--- src/rtl/otp_pkg.sv ---
package otp_pkg;

    typedef enum logic [2:0] {
        ENG_IDLE,
        ENG_ISSUE,
        ENG_RD_OVERLAP,
        ENG_RD_FETCH,
        ENG_RD_SERIAL,
        ENG_WR_PAD
    } eng_state_e;

endpackage

--- src/rtl/otp_pad_gen.sv ---
module otp_pad_gen #(
    parameter int LINE_W = 64,
    parameter int ADDR_W = 32,
    parameter int SEQ_W  = 16,
    parameter int ROUNDS = 4
) (
    input  logic              clk,
    input  logic              rst_n,
    input  logic              start,
    input  logic [LINE_W-1:0] key,
    input  logic [ADDR_W-1:0] addr,
    input  logic [SEQ_W-1:0]  seq,
    output logic [LINE_W-1:0] pad,
    output logic              pad_valid
);
    localparam int CNT_W = $clog2(ROUNDS + 1);
    localparam int ROT   = 7;

    typedef struct packed {
        logic [LINE_W-1:0] s;
        logic [LINE_W-1:0] k;
        logic [CNT_W-1:0]  cnt;
        logic              live;
    } pad_reg_t;

    pad_reg_t pg_q, pg_d;

    function automatic logic [LINE_W-1:0] mix_round(input logic [LINE_W-1:0] s,
                                                   input logic [LINE_W-1:0] k);
        logic [LINE_W-1:0] sum;
        logic [LINE_W-1:0] rot;
        sum = s + k;
        rot = (sum << ROT) | (sum >> (LINE_W - ROT));
        return rot ^ s;
    endfunction

    always_comb begin
        pg_d = pg_q;
        if (start) begin
            pg_d.s    = key ^ LINE_W'({seq, addr});
            pg_d.k    = key;
            pg_d.cnt  = CNT_W'(ROUNDS);
            pg_d.live = 1'b1;
        end else if (pg_q.live && (pg_q.cnt != '0)) begin
            pg_d.s   = mix_round(pg_q.s, pg_q.k);
            pg_d.cnt = pg_q.cnt - CNT_W'(1);
        end
    end

    always_ff @(posedge clk or negedge rst_n) begin
        if (!rst_n) pg_q <= '0;
        else        pg_q <= pg_d;
    end

    assign pad       = pg_q.s;
    assign pad_valid = pg_q.live && (pg_q.cnt == '0);

endmodule

--- src/rtl/otp_seq_store.sv ---
module otp_seq_store #(
    parameter int ADDR_W  = 32,
    parameter int SEQ_W   = 16,
    parameter int ID_W    = 4,
    parameter int ENTRIES = 8
) (
    input  logic              clk,
    input  logic              rst_n,
    input  logic [ADDR_W-1:0] lk_addr,
    input  logic [ID_W-1:0]   lk_id,
    output logic              lk_hit,
    output logic [SEQ_W-1:0]  lk_seq,
    input  logic              wr_en,
    input  logic [ADDR_W-1:0] wr_addr,
    input  logic [ID_W-1:0]   wr_id,
    input  logic [SEQ_W-1:0]  wr_seq
);
    localparam int IDX_W = $clog2(ENTRIES);
    localparam int TAG_W = ADDR_W - IDX_W;

    typedef struct packed {
        logic             vld;
        logic [TAG_W-1:0] tag;
        logic [ID_W-1:0]  owner;
        logic [SEQ_W-1:0] seq;
    } snc_ent_t;

    snc_ent_t [ENTRIES-1:0] tbl_q, tbl_d;
    snc_ent_t               lk_ent;
    logic [IDX_W-1:0]       lk_idx, wr_idx;

    assign lk_idx = lk_addr[IDX_W-1:0];
    assign wr_idx = wr_addr[IDX_W-1:0];
    assign lk_ent = tbl_q[lk_idx];

    assign lk_hit = lk_ent.vld && (lk_ent.tag == lk_addr[ADDR_W-1:IDX_W])
                    && (lk_ent.owner == lk_id);
    assign lk_seq = lk_ent.seq;

    always_comb begin
        tbl_d = tbl_q;
        for (int e = 0; e < ENTRIES; e++) begin
            if (wr_en && (wr_idx == IDX_W'(e))) begin
                tbl_d[e].vld   = 1'b1;
                tbl_d[e].tag   = wr_addr[ADDR_W-1:IDX_W];
                tbl_d[e].owner = wr_id;
                tbl_d[e].seq   = wr_seq;
            end
        end
    end

    always_ff @(posedge clk or negedge rst_n) begin
        if (!rst_n) tbl_q <= '0;
        else        tbl_q <= tbl_d;
    end

endmodule

--- src/rtl/otp_engine.sv ---
module otp_engine
    import otp_pkg::*;
#(
    parameter int LINE_W      = 64,
    parameter int ADDR_W      = 32,
    parameter int SEQ_W       = 16,
    parameter int ID_W        = 4,
    parameter int SNC_ENTRIES = 8,
    parameter int PAD_ROUNDS  = 4
) (
    input  logic              clk,
    input  logic              rst_n,
    input  logic [LINE_W-1:0] cmp_key,
    input  logic [ID_W-1:0]   cmp_id,
    input  logic              req_valid,
    input  logic              req_write,
    input  logic [ADDR_W-1:0] req_addr,
    input  logic [LINE_W-1:0] req_wdata,
    output logic              req_ready,
    output logic              rsp_valid,
    output logic [LINE_W-1:0] rsp_rdata,
    output logic              rsp_otp,
    output logic              mem_req_valid,
    output logic              mem_req_write,
    output logic [ADDR_W-1:0] mem_req_addr,
    output logic [LINE_W-1:0] mem_req_wdata,
    input  logic              mem_rsp_valid,
    input  logic [LINE_W-1:0] mem_rsp_rdata
);
    typedef struct packed {
        eng_state_e        st;
        logic              op_wr;
        logic              hit;
        logic [ADDR_W-1:0] addr;
        logic [LINE_W-1:0] wdata;
        logic [LINE_W-1:0] key;
        logic [SEQ_W-1:0]  seq;
        logic              have_data;
        logic [LINE_W-1:0] data;
        logic              rsp_v;
        logic [LINE_W-1:0] rsp_data;
        logic              rsp_fast;
        logic              mv;
        logic              mw;
        logic [LINE_W-1:0] mwdata;
    } eng_reg_t;

    eng_reg_t st_q, st_d;

    logic              lk_hit;
    logic [SEQ_W-1:0]  lk_seq;
    logic              snc_we;
    logic [SEQ_W-1:0]  snc_wseq;
    logic              pad_start;
    logic              pad_valid;
    logic [LINE_W-1:0] pad;
    logic              path_fast;
    logic [LINE_W-1:0] fetched;

    otp_seq_store #(
        .ADDR_W (ADDR_W),
        .SEQ_W  (SEQ_W),
        .ID_W   (ID_W),
        .ENTRIES(SNC_ENTRIES)
    ) u_seq (
        .clk    (clk),
        .rst_n  (rst_n),
        .lk_addr(req_addr),
        .lk_id  (cmp_id),
        .lk_hit (lk_hit),
        .lk_seq (lk_seq),
        .wr_en  (snc_we),
        .wr_addr(req_addr),
        .wr_id  (cmp_id),
        .wr_seq (snc_wseq)
    );

    otp_pad_gen #(
        .LINE_W(LINE_W),
        .ADDR_W(ADDR_W),
        .SEQ_W (SEQ_W),
        .ROUNDS(PAD_ROUNDS)
    ) u_pad (
        .clk      (clk),
        .rst_n    (rst_n),
        .start    (pad_start),
        .key      (st_q.key),
        .addr     (st_q.addr),
        .seq      (st_q.seq),
        .pad      (pad),
        .pad_valid(pad_valid)
    );

    assign fetched = mem_rsp_valid ? mem_rsp_rdata : st_q.data;

    always_comb begin
        st_d      = st_q;
        st_d.rsp_v = 1'b0;
        st_d.mv    = 1'b0;
        pad_start  = 1'b0;
        snc_we     = 1'b0;
        snc_wseq   = '0;

        unique case (st_q.st)
            ENG_IDLE: begin
                if (req_valid) begin
                    st_d.op_wr     = req_write;
                    st_d.hit       = lk_hit;
                    st_d.addr      = req_addr;
                    st_d.wdata     = req_wdata;
                    st_d.key       = cmp_key;
                    st_d.have_data = 1'b0;
                    if (req_write) begin
                        st_d.seq = (lk_hit ? lk_seq : '0) + SEQ_W'(1);
                        st_d.mv  = 1'b0;
                    end else begin
                        st_d.seq = lk_hit ? lk_seq : '0;
                        st_d.mv  = 1'b1;
                        st_d.mw  = 1'b0;
                    end
                    snc_we   = 1'b1;
                    snc_wseq = st_d.seq;
                    st_d.st  = ENG_ISSUE;
                end
            end
            ENG_ISSUE: begin
                pad_start = st_q.op_wr || st_q.hit;
                if (st_q.op_wr)    st_d.st = ENG_WR_PAD;
                else if (st_q.hit) st_d.st = ENG_RD_OVERLAP;
                else               st_d.st = ENG_RD_FETCH;
            end
            ENG_RD_OVERLAP: begin
                if (mem_rsp_valid) begin
                    st_d.data      = mem_rsp_rdata;
                    st_d.have_data = 1'b1;
                end
                if (pad_valid && (st_q.have_data || mem_rsp_valid)) begin
                    st_d.rsp_v    = 1'b1;
                    st_d.rsp_data = fetched ^ pad;
                    st_d.rsp_fast = 1'b1;
                    st_d.st       = ENG_IDLE;
                end
            end
            ENG_RD_FETCH: begin
                if (mem_rsp_valid) begin
                    st_d.data      = mem_rsp_rdata;
                    st_d.have_data = 1'b1;
                    pad_start      = 1'b1;
                    st_d.st        = ENG_RD_SERIAL;
                end
            end
            ENG_RD_SERIAL: begin
                if (pad_valid) begin
                    st_d.rsp_v    = 1'b1;
                    st_d.rsp_data = st_q.data ^ pad;
                    st_d.rsp_fast = 1'b0;
                    st_d.st       = ENG_IDLE;
                end
            end
            ENG_WR_PAD: begin
                if (pad_valid) begin
                    st_d.mv       = 1'b1;
                    st_d.mw       = 1'b1;
                    st_d.mwdata   = st_q.wdata ^ pad;
                    st_d.rsp_v    = 1'b1;
                    st_d.rsp_data = '0;
                    st_d.rsp_fast = 1'b1;
                    st_d.st       = ENG_IDLE;
                end
            end
            default: st_d.st = ENG_IDLE;
        endcase
    end

    always_ff @(posedge clk or negedge rst_n) begin
        if (!rst_n) st_q <= '0;
        else        st_q <= st_d;
    end

    assign req_ready     = (st_q.st == ENG_IDLE);
    assign rsp_valid     = st_q.rsp_v;
    assign rsp_rdata     = st_q.rsp_data;
    assign rsp_otp       = st_q.rsp_fast;
    assign mem_req_valid = st_q.mv;
    assign mem_req_write = st_q.mw;
    assign mem_req_addr  = st_q.addr;
    assign mem_req_wdata = st_q.mwdata;
    assign path_fast     = st_q.hit;

endmodule

--- config.mk ---
export PLATFORM = sky130hd
export DESIGN_NAME = otp_engine
export DESIGN_NICKNAME = d
export VERILOG_FILES = /design/src/rtl/otp_pkg.sv /design/src/rtl/otp_pad_gen.sv /design/src/rtl/otp_seq_store.sv /design/src/rtl/otp_engine.sv
export SDC_FILE = /design/constraint.sdc
export NUM_CORES = 2
export LEC_CHECK = 0
export ABC_CLOCK_PERIOD_IN_PS = 4600
export BUFFER_PORTS_ARGS = -buffer_cell sky130_fd_sc_hd__buf_2
export CAP_MARGIN = 20
export CORE_MARGIN = 3
export CORE_UTILIZATION = 40
export DETAILED_ROUTE_END_ITERATION = 8
export GPL_TIMING_DRIVEN = 0
export SETUP_SLACK_MARGIN = 0.2
export SYNTH_ARGS = -nofsm -noshare
export SYNTH_HDL_FRONTEND = slang
export SYNTH_SLANG_ARGS = --single-unit
export TNS_END_PERCENT = 100
--- constraint.sdc ---
create_clock -name clk -period 4.6 [get_ports clk]
set_clock_uncertainty 0.2 [all_clocks]
set_input_delay 0.23 -clock clk [delete_from_list [all_inputs] [get_ports clk]]
set_output_delay 0.23 -clock clk [all_outputs]
set_load 0.01 [all_outputs]
**Yosys cells after proc, flatten, opt, wreduce, memory -nomap -nowiden**

Index checks and enable logic that the tools add are counted.

- Add/sub/neg operators: 3
- Order comparisons: 1
- Eq/ne operators: 22
- Muxes and demuxes: 32
- Bitwise logic cells: 6
- Reduce and logical (&&, ||, !) cells: 32

Operators with widths:

| cell | count |
|---|---|
| $xor A64 B64 Y64 | 4 |
| $pmux W66 S3 | 1 |
| $mux W64 | 3 |
| $mux W182 | 1 |
| $bmux W50 S3 | 1 |
| $mux W132 | 1 |
| $mux W66 | 2 |
| $mux W65 | 1 |
| $add A64 B64 Y64 | 1 |
| $mux W16 | 4 |
| $or A64 B7 Y64 | 1 |
| $xor A64 B48 Y64 | 1 |
| $mux W50 | 1 |
| $eq A29 B29 Y1 | 1 |
| $eq A3 B3 Y1 const B | 6 |
| $mux W3 | 6 |
| $add A16 B1 Y16 const B | 1 |
| $pmux W3 S5 | 1 |
| $logic_and A1 B1 Y1 | 13 |
| $eq A3 B2 Y1 const B | 4 |
| $ne A2 B2 Y1 const B | 6 |
| $reduce_and A4 Y1 | 3 |
| $logic_not A3 Y1 | 3 |
| $eq A3 B1 Y1 const B | 2 |
| 14 further kinds | 28 |

- Flip-flop bits (word level): 910
- Bits of input ports: 233
- Output and inout port bits: 165
- Logic and storage cells: 147

**Logic depth before layout (Yosys ltp)**

- Word-level depth: 10
- Gate-level depth with buffers: 21
- Depth with buffers taken out: 17

**Modules after synthesis**

From an unflattened synthesis, not the netlist that was laid out.

- Cell total of the unflattened synthesis: 4075
- Area, all modules: 46527.1 um^2

Modules (own cells, without submodules):

| module | times used | cells an instance | area each (um^2) | sequential area each (um^2) |
|---|---|---|---|---|
| otp_seq_store | 1 | 1101 | 18146.2 | 10009.6 |
| otp_engine | 1 | 1824 | 18108.6 | 9459.1 |
| otp_pad_gen | 1 | 1150 | 10272.4 | 3303.2 |

**Worst setup path after synthesis**

Ideal clock, no wire load.

- Path type: input to register
- Start point: in req_addr[0]
- End point: reg u_seq.tbl_q[104] (netlist name)
- Library setup time: 77 ps
- Arrival time: 3869 ps
- Required time: 4323 ps
- Slack: 455 ps
- Stages on the path: 18
- Buffers on the path: 5
- Cells stage by stage: buf_2 -> buf_4 -> buf_4 -> buf_2 -> o22ai_1 -> a31oi_1 -> xnor2_1 -> nand4_1 -> or3_1 -> or4_1 -> nor2_1 -> ha_1 -> nand2_1 -> or2_2 -> o21ai_0 -> or3b_1 -> buf_2 -> o21ai_1

- Word-level cells in the longest chain between the ends: 10
- Elaborated cells on any way between the ends: 13
- Those cells by class: 1 x add/sub; 3 x eq/ne; 6 x mux; 3 x reduce/logical

RTL lines:

| what | RTL line | text |
|---|---|---|
| from (decl) | otp_engine.sv:17 | `input logic [ADDR_W-1:0] req_addr,` |
| $bmux W50 S3 | otp_seq_store.sv:34 | `assign lk_ent = tbl_q[lk_idx];` |
| $mux W50 (implied by the code) | otp_seq_store.sv:34 |  |
| $eq A29 B29 Y1 | otp_seq_store.sv:36 | `assign lk_hit = lk_ent.vld && (lk_ent.tag == lk_addr[ADDR_W-1:IDX_W])` |
| $logic_and A1 B1 Y1 | otp_seq_store.sv:36 |  |
| $logic_and A1 B1 Y1 | otp_seq_store.sv:37 | `&& (lk_ent.owner == lk_id);` |
| $mux W16 | otp_engine.sv:114, otp_engine.sv:117 |  |
| $add A16 B1 Y16 | otp_engine.sv:114 | `st_d.seq = (lk_hit ? lk_seq : '0) + SEQ_W'(1);` |
| $mux W16 | otp_engine.sv:113 | `if (req_write) begin` |
| $mux W16 | otp_engine.sv:106 | `if (req_valid) begin` |
| $mux W16 | otp_engine.sv:104 | `unique case (st_q.st)` |
| to (signal assigned) | otp_seq_store.sv:54 | `else tbl_q <= tbl_d;` |
| to (decl) | otp_seq_store.sv:28 | `snc_ent_t [ENTRIES-1:0] tbl_q, tbl_d;` |

Parallel ways exist; a longest one is shown, timed or not. The select of a mux whose other input is x is not followed.
A chain may end at the register's enable or synchronous reset.

**Worst setup path in the final report**

- Start point: in req_addr[0]
- End point: reg u_seq.tbl_q[54] (netlist name)

Same word-level chain as after synthesis.

==> run summary <==
Run status
- completed — result of the run

Finish
- 0.0209 sq mm — footprint of the multi-input gates
- 22.5% — area delta synth->final
- 10,400 — count of fill cells added during filler insertion
- 5,608 — NumNets Final
- 6,895 — post-layout instance count excluding filler cells
- 0.0228 sq mm — area used by sequential logic in the layout
- 0.497 — Post-Route Utilization
- 0.219 — fraction of final layout cells with drive strength greater than 1

Placed design
- 6,466 — Cell Count Post-Placement
- 112 mm — Final HPWL DP
- 0.970 — global placement routability congestion
- 361 — # port buffers

Pwr
- 0.499 — Clock power frac
- 0.0279 uW — Static Leakage
- 315 mW/mm^2 — Pwr per Cell Area
- 13,700 uW — internal cell power
- 4070 uW — NetSw
- 0.452 — Flop pwr share
- 0.049 — part of the power in combinational logic
- 17,700 uW — total design power
- 0.229 — switching power share of the total
- 0.000313 V — VDD IR-drop max

Setup path
- 5.01 ns — data required time of the critical path
- 16 — worst reg2reg path depth
- u_seq.tbl_q[373] — beginning of the worst register-to-register path
- 4.73 ns — data arrival time of the worst path
- u_seq.tbl_q[54] — worst r2r dst
- input port to flip-flop — CP Class
- req_addr[0] — timing startpoint of the critical path
- 10 — maximum fanout along the worst path
- 0.29 ns — worst reg2reg setup slack
- input port — critical path launch point type
- flip-flop — sort of element at the end of the critical path

Die
- 123 — num rows
- 345 microns — Horiz. Die Dim
- 0.119 sq mm — area of the die
- 345 microns — die height
- 0.406 — initial standard-cell utilization of the core
- 0.113 sq mm — core area
- 398 — number of placed I/O pins

Synth
- 4,888 — net count after synthesis
- 0 — number of warnings printed during yosys synthesis
- 82 — number of distinct library cell variants in the gate-level netlist after synthesis
- 0 — EDFF count, synth
- 910 — number of register bits inferred by synthesis
- 1.00 — FFs w/ async S/R, synth
- 0.0460 sq mm — cell area after synthesis
- 4,588 — Post-Synthesis Cells
- 10.0 sq um — Mean Syn Cell Area
- 0.495 — share of the yosys chip area belonging to registers
- dfrtp_1 — most common flop cell mapped by yosys

Drt
- 5 — total iterations of the first detailed-routing run
- 22.4 microns — routed wire length per instance
- 36,800 — via count
- 155 mm — Routed WL
- 0 — number of nets still failing antenna checks after routing
- 2,821 — iteration-0 DRC count of the detailed router
- 5.33 — post-detailed-route via-to-cell ratio
- 0 — DRC

STA
- 0.939 — final cycle utilization of the critical path
- 0.262 — worst slew slack as a fraction of its limit
- true — unrepaired setup endpoints after global routing
- 1.11 ns — Worst Max-Slew Pin Slew
- 0 ns — Final TNS setup
- 0.231 GHz — Max Clock Freq
- 0 — final max-slew violation count
- 4.32 ns — Min Clock Period, post-route
- 0 — setup-violating endpoint count in the final report
- 0 — final hold violation count

Clock tree
- 0.71 ns — clock insertion delay at the later pin of the skew report
- 910 — number of sinks driven by the clock tree
- 0.06 ns — clock input transition at the sequential cells of the worst setup and hold paths
- built — CTS tree
- 101 — clock buffers created by TritonCTS
- 3 — Clock Path Buffers
- 3 — number of levels in the clock H-tree
- clkbuf_16 — root buf cell

GRT
- 231 mm — first-pass GRT wire length
- 10 — number of antenna violations at the first check in global routing
- 0.257 — GRT Overall Usage
- 37,100 — vias in the first global route
- 0 — total grt overflow
- 117 — pin count of the biggest net entering global routing

Worst hold path
- 4 — hold path cells
- cmp_key[1] — HP Start
- st_q[214] — Hold Path Sink
- input port to flip-flop — Min-Delay Path Class

Flow run
- 0 — number of max-capacitance violations reported

==> critical path, stage by stage <==
cell      delay [ns]
buf_2           0.16
buf_2           0.27
nor2_1          0.25
clkbuf_1        0.62
a21oi_1         0.18
xnor2_1         0.39
nand2_1         0.19
or3_1           0.34
or4_4           0.60
nand2b_4        0.17
inv_2           0.06
ha_4            0.13
nand2_4         0.06
or2_4           0.31
o21ai_2         0.11
or3b_4          0.41
buf_8           0.16
o21ai_2         0.10
==> Yosys cell counts (30+ instances only) <==
cell,number,area [sq um]
o221ai_1,64,561
mux2_2,290,3270
xnor2_1,240,2100
nand3_1,38,190
dfrtp_1,910,22800
o22ai_1,34,213
buf_1,43,161
xor2_1,154,1350
o21ai_0,241,1210
buf_4,169,1270
nor2_1,140,526
nand2_1,1265,4750
a21oi_1,132,661
ha_1,66,826
a21o_1,30,225
mux4_2,60,1350
clkbuf_1,229,860
mux2i_1,121,1210
==> power by group through the flow <==
stage               Combinational (uW)  Sequential [uW]  Clock, uW
finish                             865             8010       8850
global route                       933             8000       9280
CTS                                868             8010       8980
detailed placement                 701             8150          0
global placement                   668             8160          0
floorplan                          260             8150          0
==> per-stage QoR <==
step	hold slack, ns	worst slack, ns	cell area, sq um
2_1_floorplan	-0.266	0.455	46000
3_5_place_dp	0.102	-0.958	50000
3_3_place_gp	0.223	-17.32	49600
5_1_grt	0.0584	0.156	56300
4_1_cts	0.0158	0.202	56100
6_report	0.0482	0.279	56300
==> worst max path at each step <==
stage                                   to  slack (ns)
final                      u_seq.tbl_q[54]        0.28
after global routing      u_seq.tbl_q[158]        0.16
after CTS                    u_pad.pad[44]        0.20
after detailed placement   u_seq.tbl_q[54]       -0.96
after global placement    u_seq.tbl_q[234]      -17.32
after floorplan           u_seq.tbl_q[104]        0.45
==> flip-flops by register name (all words and copies together), names as in the netlist <==
signal / count
mem_req_addr: 32
u_pad.pg_q: 68
u_seq.tbl_q: 400
rsp_otp: 1
rsp_rdata: 64
path_fast: 1
mem_req_wdata: 64
st_q: 213
mem_req_valid: 1
rsp_valid: 1
mem_req_write: 1
u_pad.pad: 64
==> kinds of logic (layout without fill, tap and decap cells) <==
kind of cell,after synthesis,after routing,synth area share
AOI/OAI and AO/OA,653,653,0.0876
and+or+nand+nor,1603,1605,0.142
adders and majority gates,67,67,0.0184
muxes,471,471,0.127
DFF,910,910,0.495
other,0,5,0
xor gates and xnor gates,395,395,0.0754
buffers and inverters,489,1289,0.0547
==> repair_timing <==
item | 4_1_cts | 5_1_grt
setup endpoints to repair | 56 | 99
resized for setup | 43 | 34
cloned | 2 | 1
hold buffers | 229 | 0
endpoints found under the hold margin | 936 | 0
pin swaps | 13 | 17
buffers inserted | 5 | 3
==> placed cells by master, fill, tap and decap left out, drive strengths merged, types with 18 or more instances in the layout <==
master       instances
a21o                30
a21oi              132
a31oi               18
buf                618
clkbuf             368
clkinv              21
dfrtp              910
dlygate4sd3        229
ha                  66
inv                 25
mux2               290
mux2i              121
mux4                60
nand2             1276
nand2b              28
nand3               38
nand4               20
nor2               141
o21ai              271
o221ai              64
o22ai               34
xnor2              240
xor2               155
==> layout make-up <==
| type | instances | area share |
|---|---|---|
| buffer | 467 | 0.0440 |
| sequential | 910 | 0.404 |
| clock buffer | 133 | 0.0502 |
| antenna | 5 | 0.000222 |
| tap | 1500 | 0.0333 |
| timing repair buffer | 616 | 0.0808 |
| inverter | 21 | 0.00140 |
| multi-input combinational | 3191 | 0.372 |
| clock inverter | 52 | 0.0140 |
==> routing by layer <==
layer  global-route usage  wire, microns  vias up
met4               0.0953           5900        4
met5                    0             21        -
met1                0.336          65300    18500
li1                     -              -    16800
met3               0.0528          11000      292
met2                0.420          72400     1212
(Power assumes the default switching activity.)
